`src/rtl/wilk_pkg.sv`:
```
package wilk_pkg;
    // Controller phase: waiting for start, or ramp in progress.
    typedef enum logic {
        PH_IDLE = 1'b0,
        PH_RUN  = 1'b1
    } phase_e;
endpackage

```
`src/rtl/wilk_edge_sync.sv`:
```
module wilk_edge_sync #(
    parameter int N_CELLS = 16
) (
    input  logic               clk,
    input  logic               rst_n,
    input  logic [N_CELLS-1:0] cmp_i,
    output logic [N_CELLS-1:0] rise_o
);
    typedef struct packed {
        logic [N_CELLS-1:0] meta;
        logic [N_CELLS-1:0] sync;
        logic [N_CELLS-1:0] prev;
    } sync_st_t;

    sync_st_t st_d, st_q;

    always_comb begin
        st_d      = st_q;
        st_d.meta = cmp_i;
        st_d.sync = st_q.meta;
        st_d.prev = st_q.sync;
    end

    always_ff @(posedge clk) begin
        if (!rst_n) st_q <= '0;
        else        st_q <= st_d;
    end

    assign rise_o = st_q.sync & ~st_q.prev;

    // a synchronized edge cannot repeat on the same cell in back-to-back cycles
    rise_spacing_chk: assert property (@(posedge clk) disable iff (!rst_n)
        (|rise_o) |=> ((rise_o & $past(rise_o)) == '0));
endmodule

```
`src/rtl/wilk_cell_latch.sv`:
```
module wilk_cell_latch #(
    parameter int CNT_W = 12
) (
    input  logic             clk,
    input  logic             rst_n,
    input  logic             clear_i,
    input  logic             run_i,
    input  logic             last_i,
    input  logic             rise_i,
    input  logic [CNT_W-1:0] count_i,
    output logic [CNT_W-1:0] code_o,
    output logic             ovf_o
);
    typedef struct packed {
        logic [CNT_W-1:0] code;
        logic             hit;
        logic             ovf;
    } cell_st_t;

    cell_st_t st_d, st_q;

    always_comb begin
        st_d = st_q;
        if (clear_i) begin
            st_d = '0;
        end else if (run_i && !st_q.hit) begin
            if (rise_i) begin
                st_d.code = count_i;
                st_d.hit  = 1'b1;
            end else if (last_i) begin
                st_d.code = '1;
                st_d.ovf  = 1'b1;
                st_d.hit  = 1'b1;
            end
        end
    end

    always_ff @(posedge clk) begin
        if (!rst_n) st_q <= '0;
        else        st_q <= st_d;
    end

    assign code_o = st_q.code;
    assign ovf_o  = st_q.ovf;


    ovf_full_scale_chk: assert property (@(posedge clk) disable iff (!rst_n)
        ovf_o |-> (code_o == '1));


    hold_after_hit_chk: assert property (@(posedge clk) disable iff (!rst_n)
        (st_q.hit && !clear_i) |=> $stable(code_o));
endmodule

```
`src/rtl/wilk_conv_ctrl.sv`:
```
module wilk_conv_ctrl
    import wilk_pkg::*;
#(
    parameter int N_CELLS = 16,
    parameter int CNT_W   = 12
) (
    input  logic                     clk,
    input  logic                     rst_n,
    input  logic                     start_i,
    input  logic [N_CELLS-1:0]       cmp_i,
    output logic [CNT_W-1:0]         ramp_o,
    output logic                     busy_o,
    output logic                     done_o,
    output logic [N_CELLS*CNT_W-1:0] code_o,
    output logic [N_CELLS-1:0]       ovf_o
);
    localparam logic [CNT_W-1:0] CNT_MAX = '1;

    typedef struct packed {
        phase_e           phase;
        logic [CNT_W-1:0] cnt;
        logic             done;
    } ctl_st_t;

    ctl_st_t st_d, st_q;
    logic    clear_d;
    logic    run_w;
    logic    last_w;
    logic [N_CELLS-1:0] rise_w;

    always_comb begin
        st_d      = st_q;
        st_d.done = 1'b0;
        clear_d   = 1'b0;
        unique case (st_q.phase)
            PH_IDLE: begin
                if (start_i) begin
                    st_d.phase = PH_RUN;
                    st_d.cnt   = '0;
                    clear_d    = 1'b1;
                end
            end
            PH_RUN: begin
                if (st_q.cnt == CNT_MAX) begin
                    st_d.phase = PH_IDLE;
                    st_d.cnt   = '0;
                    st_d.done  = 1'b1;
                end else begin
                    st_d.cnt = st_q.cnt + 1'b1;
                end
            end
            default: st_d = '0;
        endcase
    end

    always_ff @(posedge clk) begin
        if (!rst_n) st_q <= '0;
        else        st_q <= st_d;
    end

    assign run_w  = (st_q.phase == PH_RUN);
    assign last_w = run_w && (st_q.cnt == CNT_MAX);

    wilk_edge_sync #(.N_CELLS(N_CELLS)) u_sync (
        .clk    (clk),
        .rst_n  (rst_n),
        .cmp_i  (cmp_i),
        .rise_o (rise_w)
    );

    for (genvar g = 0; g < N_CELLS; g++) begin : g_cell
        wilk_cell_latch #(.CNT_W(CNT_W)) u_cell (
            .clk     (clk),
            .rst_n   (rst_n),
            .clear_i (clear_d),
            .run_i   (run_w),
            .last_i  (last_w),
            .rise_i  (rise_w[g]),
            .count_i (st_q.cnt),
            .code_o  (code_o[g*CNT_W +: CNT_W]),
            .ovf_o   (ovf_o[g])
        );
    end

    assign ramp_o = st_q.cnt;
    assign busy_o = run_w;
    assign done_o = st_q.done;


    done_single_chk: assert property (@(posedge clk) disable iff (!rst_n)
        done_o |=> !done_o);


    done_not_busy_chk: assert property (@(posedge clk) disable iff (!rst_n)
        done_o |-> !busy_o);


    done_after_full_chk: assert property (@(posedge clk) disable iff (!rst_n)
        (busy_o && ramp_o == CNT_MAX) |=> (done_o && !busy_o));

    // counting continues regardless of start while busy
    ramp_step_chk: assert property (@(posedge clk) disable iff (!rst_n)
        (busy_o && ramp_o != CNT_MAX) |=> (busy_o && ramp_o == CNT_W'($past(ramp_o) + 1'b1)));


    ramp_idle_zero_chk: assert property (@(posedge clk) disable iff (!rst_n)
        !busy_o |-> (ramp_o == '0));


    start_clears_chk: assert property (@(posedge clk) disable iff (!rst_n)
        (!busy_o && start_i) |=> (busy_o && ovf_o == '0 && code_o == '0));
endmodule

```
`config.mk`:
```
export PLATFORM = sky130hd
export DESIGN_NAME = wilk_conv_ctrl
export DESIGN_NICKNAME = d
export VERILOG_FILES = /design/src/rtl/wilk_pkg.sv /design/src/rtl/wilk_edge_sync.sv /design/src/rtl/wilk_cell_latch.sv /design/src/rtl/wilk_conv_ctrl.sv
export SDC_FILE = /design/constraint.sdc
export NUM_CORES = 1
export LEC_CHECK = 0
export BUFFER_PORTS_ARGS = -buffer_cell sky130_fd_sc_hd__buf_2
export CAP_MARGIN = 10
export CORE_ASPECT_RATIO = 1.75
export CORE_UTILIZATION = 45
export DETAILED_ROUTE_END_ITERATION = 8
export PLACE_DENSITY = 0.67
export SLEW_MARGIN = 5
export SYNTH_ARGS = -nofsm -noshare
export SYNTH_HDL_FRONTEND = slang
export SYNTH_SLANG_ARGS = --single-unit
```
`constraint.sdc`:
```
create_clock -name clk -period 1.8 [get_ports clk]
set_input_delay 0.36 -clock clk [delete_from_list [all_inputs] [get_ports clk]]
set_output_delay 0.36 -clock clk [all_outputs]
set_load 0.01 [all_outputs]
```
[After elaboration in Yosys (flattened, before gate mapping)]
Cells that the tools add are included.
Cells by class
  add/sub/neg operators: 1
  $mul: 0
  div/mod/pow operators: 0
  order comparisons: 0
  eq/ne operators: 2
  shift operators: 0
  muxes and demuxes: 39
  bitwise logic cells: 20
  reduce and logical (&&, ||, !) cells: 83
Operator list (count)
  2-to-1 mux 14 bit: 16
  2-to-1 mux 13 bit: 17
  AND reduction 3 bit: 16
  AND reduction 2 bit: 17
  nonzero test 2 bit: 16
  one-hot mux 13 bit (2 select lines): 1
  inverter 1 bit: 18
  logical AND 1 bit: 17
  bitwise AND 16 bit: 1
  logical NOT 1 bit: 16
  inverter 16 bit: 1
  adder 12 x 1 -> 12 bit, second input constant: 1
  == test 12 bit, second input constant: 1
  2-to-1 mux 12 bit: 1
  2-to-1 mux 1 bit: 4
  inequality test 2 bit, second input constant: 1
  OR reduction 2 bit: 1
Storage, ports and cells
  register bits after elaboration: 286
  bits in latches: 0
  RAM bits: 0
  ROM bits: 0
  word-level logic and storage cells: 199
  memories: 0

[Logic depth before layout (Yosys ltp)]
  word-level depth: 4
  depth in mapped cells: 7
  mapped depth without buffers: 5

[Modules after synthesis]
A second synthesis with hierarchy kept.
Unflattened totals
  cell total of the unflattened synthesis: 987
  area, all modules: 11757.5 µm²
Modules (own cells, without submodules)
  wilk_cell_latch: instances 16, cells an instance 49, area an instance 599.3 µm², seq. area each 280.3 µm²
  wilk_edge_sync: instances 1, cells an instance 117, area an instance 1405.1 µm², seq. area each 960.9 µm²
  wilk_conv_ctrl: instances 1, cells an instance 86, area an instance 763.2 µm², seq. area each 280.3 µm²

[Worst setup path before layout]
Ideal clock, no wire load.
  path kind: reg2reg
  start: register st_q, in the netlist ramp_o[0]
  end: register g_cell[11].u_cell.st_q, in the netlist g_cell[11].u_cell.code_o[3]
  library setup time: 0.059 ns
  arrival time: 1.843 ns
  required time: 1.741 ns
  slack: -0.101 ns
  stages on the path, launching flop included: 8
  path buffers: 2
  path through: dfxtp_1 > ha_1 > nand4_1 > or3_4 > buf_6 > o21ai_2 > buf_4 > o221a_2
On the way
  cells in the longest elaborated chain, start to end: 4
RTL lines
  start: declaration: line wilk_conv_ctrl.sv:25  | ctl_st_t st_d, st_q;
  start signal: assignment: line wilk_conv_ctrl.sv:58  | else st_q <= st_d;
  == test 12 bit: line wilk_conv_ctrl.sv:62  | assign last_w = run_w && (st_q.cnt == CNT_MAX);
  logical AND 1 bit: line wilk_conv_ctrl.sv:62
  nonzero test 2 bit (no line)
  AND reduction 2 bit (no line)
  end signal: assignment: line wilk_cell_latch.sv:40  | else st_q <= st_d;
  end: declaration: line wilk_cell_latch.sv:20  | cell_st_t st_d, st_q;
Every way passes these cells.
A chain may end at the register's enable or synchronous reset.

[Worst setup path after layout]
  start: register st_q, in the netlist ramp_o[1]
  end: output ramp_o[1]
RTL lines
  end: declaration: line wilk_conv_ctrl.sv:11  | output logic [CNT_W-1:0] ramp_o,
No word-level cell between the ends.

==> results_dict.tcl <==
set metrics [dict create \
    max_freq_ghz 0.554 \
    synth_nets 1030 \
    insertion_delay_ns 0.53 \
    grt_pass1_wl_um 44600 \
    crit_type "flop to output pin" \
    synth_top_area_share_pct 50.9 \
    core-area_um2 24600 \
    start_util_pct 45.7 \
    grt_pass1_vias 7628 \
    ios 241 \
    clk_pin_slew_ns 0.07 \
    cp-end-kind "output pin" \
    use_met1_pct 26.4 \
    grt_max_degree 34 \
    pwr-share-comb_pct 5.6 \
    met2_usage_pct 41.8 \
    yosysTopAreaCell "dfxtp_1" \
    fin_setup_tns_ns -0.00410 \
    netlist_area_um2 11300 \
    slew_headroom_pct 38.5 \
    peakVddDrop_uv 704 \
    synth-edff-count 0 \
    layout-drive-gt1-share_pct 51.4 \
    drt_iter0_markers 493 \
    status "complete, but fails checks" \
    cp-start-kind "flop" \
    die_area_um2 25700 \
    fin_ws_ns -0.00410 \
    rsz0062_at_grt "true" \
    layout_min_cycle_time_ns 1.80 \
    setup_viol 1 \
    drcViolationCount 0 \
    p_seq_share_pct 50.2 \
    portBuffers 240 \
    synth_area_leaders "dfxtp_1 (51%), o221a_2 (16%), buf_4 (15%)" \
    holdCritPathClass "primary input to flop" \
    utilization_pct 53.1 \
    netSwitchingFraction_pct 22.1 \
    clock_sinks 286 \
    clockBufferDepth 3 \
    synth_seq_cells 286 \
    crit_arrival_ns 1.44 \
    power_leakage_nw 5.76 \
    finalInstanceArea_um2 13100 \
    cts_tree "yes" \
    root_buffer "clkbuf_16" \
    placed_area_um2 11800 \
    hold_buffers 0 \
    synthToLayoutAreaGrowth_pct 16.2 \
    h-tree-depth 1 \
    drtPass1Iterations 4 \
    ys_warn_count 0 \
    skew_ns 0.00922 \
    netlist_instances 1010 \
    whs_ns 0.0400 \
    clkPwrFrac_pct 44.2 \
    violations "setup timing" \
    fin_nets 1085 \
    power_density_nw_per_um2 993 \
    fill_cells 2167 \
    crit_slowest_cell "dfxtp_4" \
    worst_pin_slew_ns 0.922 \
    cts_buffers 25 \
    finalHoldViolations 0 \
    post-route-period-util_pct 100 \
    grt_util_met3_pct 3.56 \
    maxCapViolCount 0 \
    ys_types 40 \
    drtAntennaViolNets 0 \
    power.internal_mw 10.1 \
    wl_um 30000 \
    seq_area_frac_synth_pct 50.9 \
    path_cells "buf_4 > buf_2" \
    vias 7737 \
    antenna_found_initial 1 \
    gp_congestion 0.781 \
    drt-wirelength-per-cell_um 21.5 \
    cp.required_ns 1.44 \
    dpl.hpwl_um 19200 \
    vias_per_cell 5.54 \
    die_h_um 211 \
    critPathTopFamily "buffers and inverters" \
    p_sw_mw 2.87 \
    synth_flop_cell "dfxtp_1" \
    place_ws_ns -0.0718 \
    cp_max_fo 20 \
    cp_slowest_stage_delay_ns 0.36 \
    grt.busiest_layer "met2" \
    ys_async_sr_fraction_pct 0 \
    drv_slew 0 \
    overflow 0 \
    synth.avg_cell_area_um2 11.1 \
    die_x_um 122 \
    grt_usage_pct 22.8 \
    core.rowCount 76 \
    path_buf_inv 2 \
]
layout make-up:
class / instances / area [um^2] / share of cell area (%)
antenna: 1 / 2.50 / 0.0191
clock buffer: 30 / 664 / 5.08
clock inverter: 15 / 210 / 1.61
inverter: 21 / 78.8 / 0.602
multi-input combinational: 403 / 3780 / 28.9
sequential: 286 / 5730 / 43.8
tap: 312 / 390 / 2.98
timing repair buffer: 328 / 2230 / 17.0
cells in the mapped netlist (3+ instances only):
master	count
and2_1	51
nor3_1	3
nand4b_1	16
buf_2	10
buf_4	219
o21ai_0	6
nand2_1	9
a22o_1	4
nand4_1	4
a21oi_1	38
o21ai_2	10
o221a_1	31
o21ai_1	7
o221a_2	161
nor2_1	20
buf_1	7
o21a_1	17
dfxtp_1	286
inv_1	21
clkbuf_1	63
nand3_1	3
flip-flops by register name (all words and copies together) (netlist names):
register / count
busy_o: 1
done_o: 1
g_cell.u_cell.ovf_o: 16
ramp_o: 12
g_cell.u_cell.code_o: 192
u_sync.st_d: 32
g_cell.u_cell.st_q: 16
u_sync.st_q: 16
placed cells by master (no fill, tap or decap), types with 3 or more instances in the layout:
cell and n:
buf_8 4, clkbuf_16 25, buf_4 48, nand2_1 9
o221a_4 15, bufinv_16 5, clkinv_2 6, o221a_2 146
nor2_1 20, o221a_1 31, dfxtp_1 284, o21ai_4 13
buf_12 23, o21ai_2 4, buf_2 240, nand4b_1 16
nand4_1 4, and2_1 51, o21ai_0 6, nand3_1 3
inv_1 21, buf_6 13, clkbuf_1 3, o21a_1 17
a22o_1 4, a21oi_1 38
metal layers:
metal | vias to the layer above | part of all wire (%)
met4 | 2 | 2.3
met1 | 3840 | 40
met3 | 35 | 4.8
li1 | 3620 | -
met2 | 240 | 53
met5 | - | 0.043
through the flow:
step	std cells	power, mW
detailed placement	1338	7.35
CTS	1391	13.1
global placement	1338	7.34
floorplan	1010	7.13
global route	1395	13.4
finish	1396	13.0
final timing paths:
kind,start,end,slack (ns),cells after the start
worst min-delay path,cmp_i[9],u_sync.st_d[25],0.04,2
worst max register to register,ramp_o[1],g_cell[2].u_cell.code_o[1],0.01,7
worst max-delay path,ramp_o[1],ramp_o[1],-0.004,2
worst min register to register,u_sync.st_d[22],u_sync.st_d[6],0.44,1
cells by family (layout without fill, tap and decap cells):
group | after synthesis | after routing | synth area share [%]
buffers and inverters | 321 | 394 | 18.2
DFF | 286 | 286 | 50.9
AOI/OAI and AO/OA | 285 | 285 | 24.5
and+or+nand+nor | 116 | 116 | 6.29
adders and majority gates | 1 | 1 | 0.111
xor gates and xnor gates | 1 | 1 | 0.0778
other | 0 | 1 | 0
power groups by stage:
stage	sequential [mW]	combinational, mW	clock [mW]
after detailed placement	6.66	0.691	0
final	6.52	0.726	5.75
after CTS	6.52	0.713	5.87
after global placement	6.66	0.684	0
after floorplan	6.64	0.481	0
after global routing	6.53	0.782	6.13
repair_timing:
action,in CTS,in global routing
pin swaps,4,17
setup endpoints to repair,135,206
setup buffers,6,3
gates cloned,2,1
gates resized for setup,31,30
No activity file was read; power rests on OpenSTA's default activity.
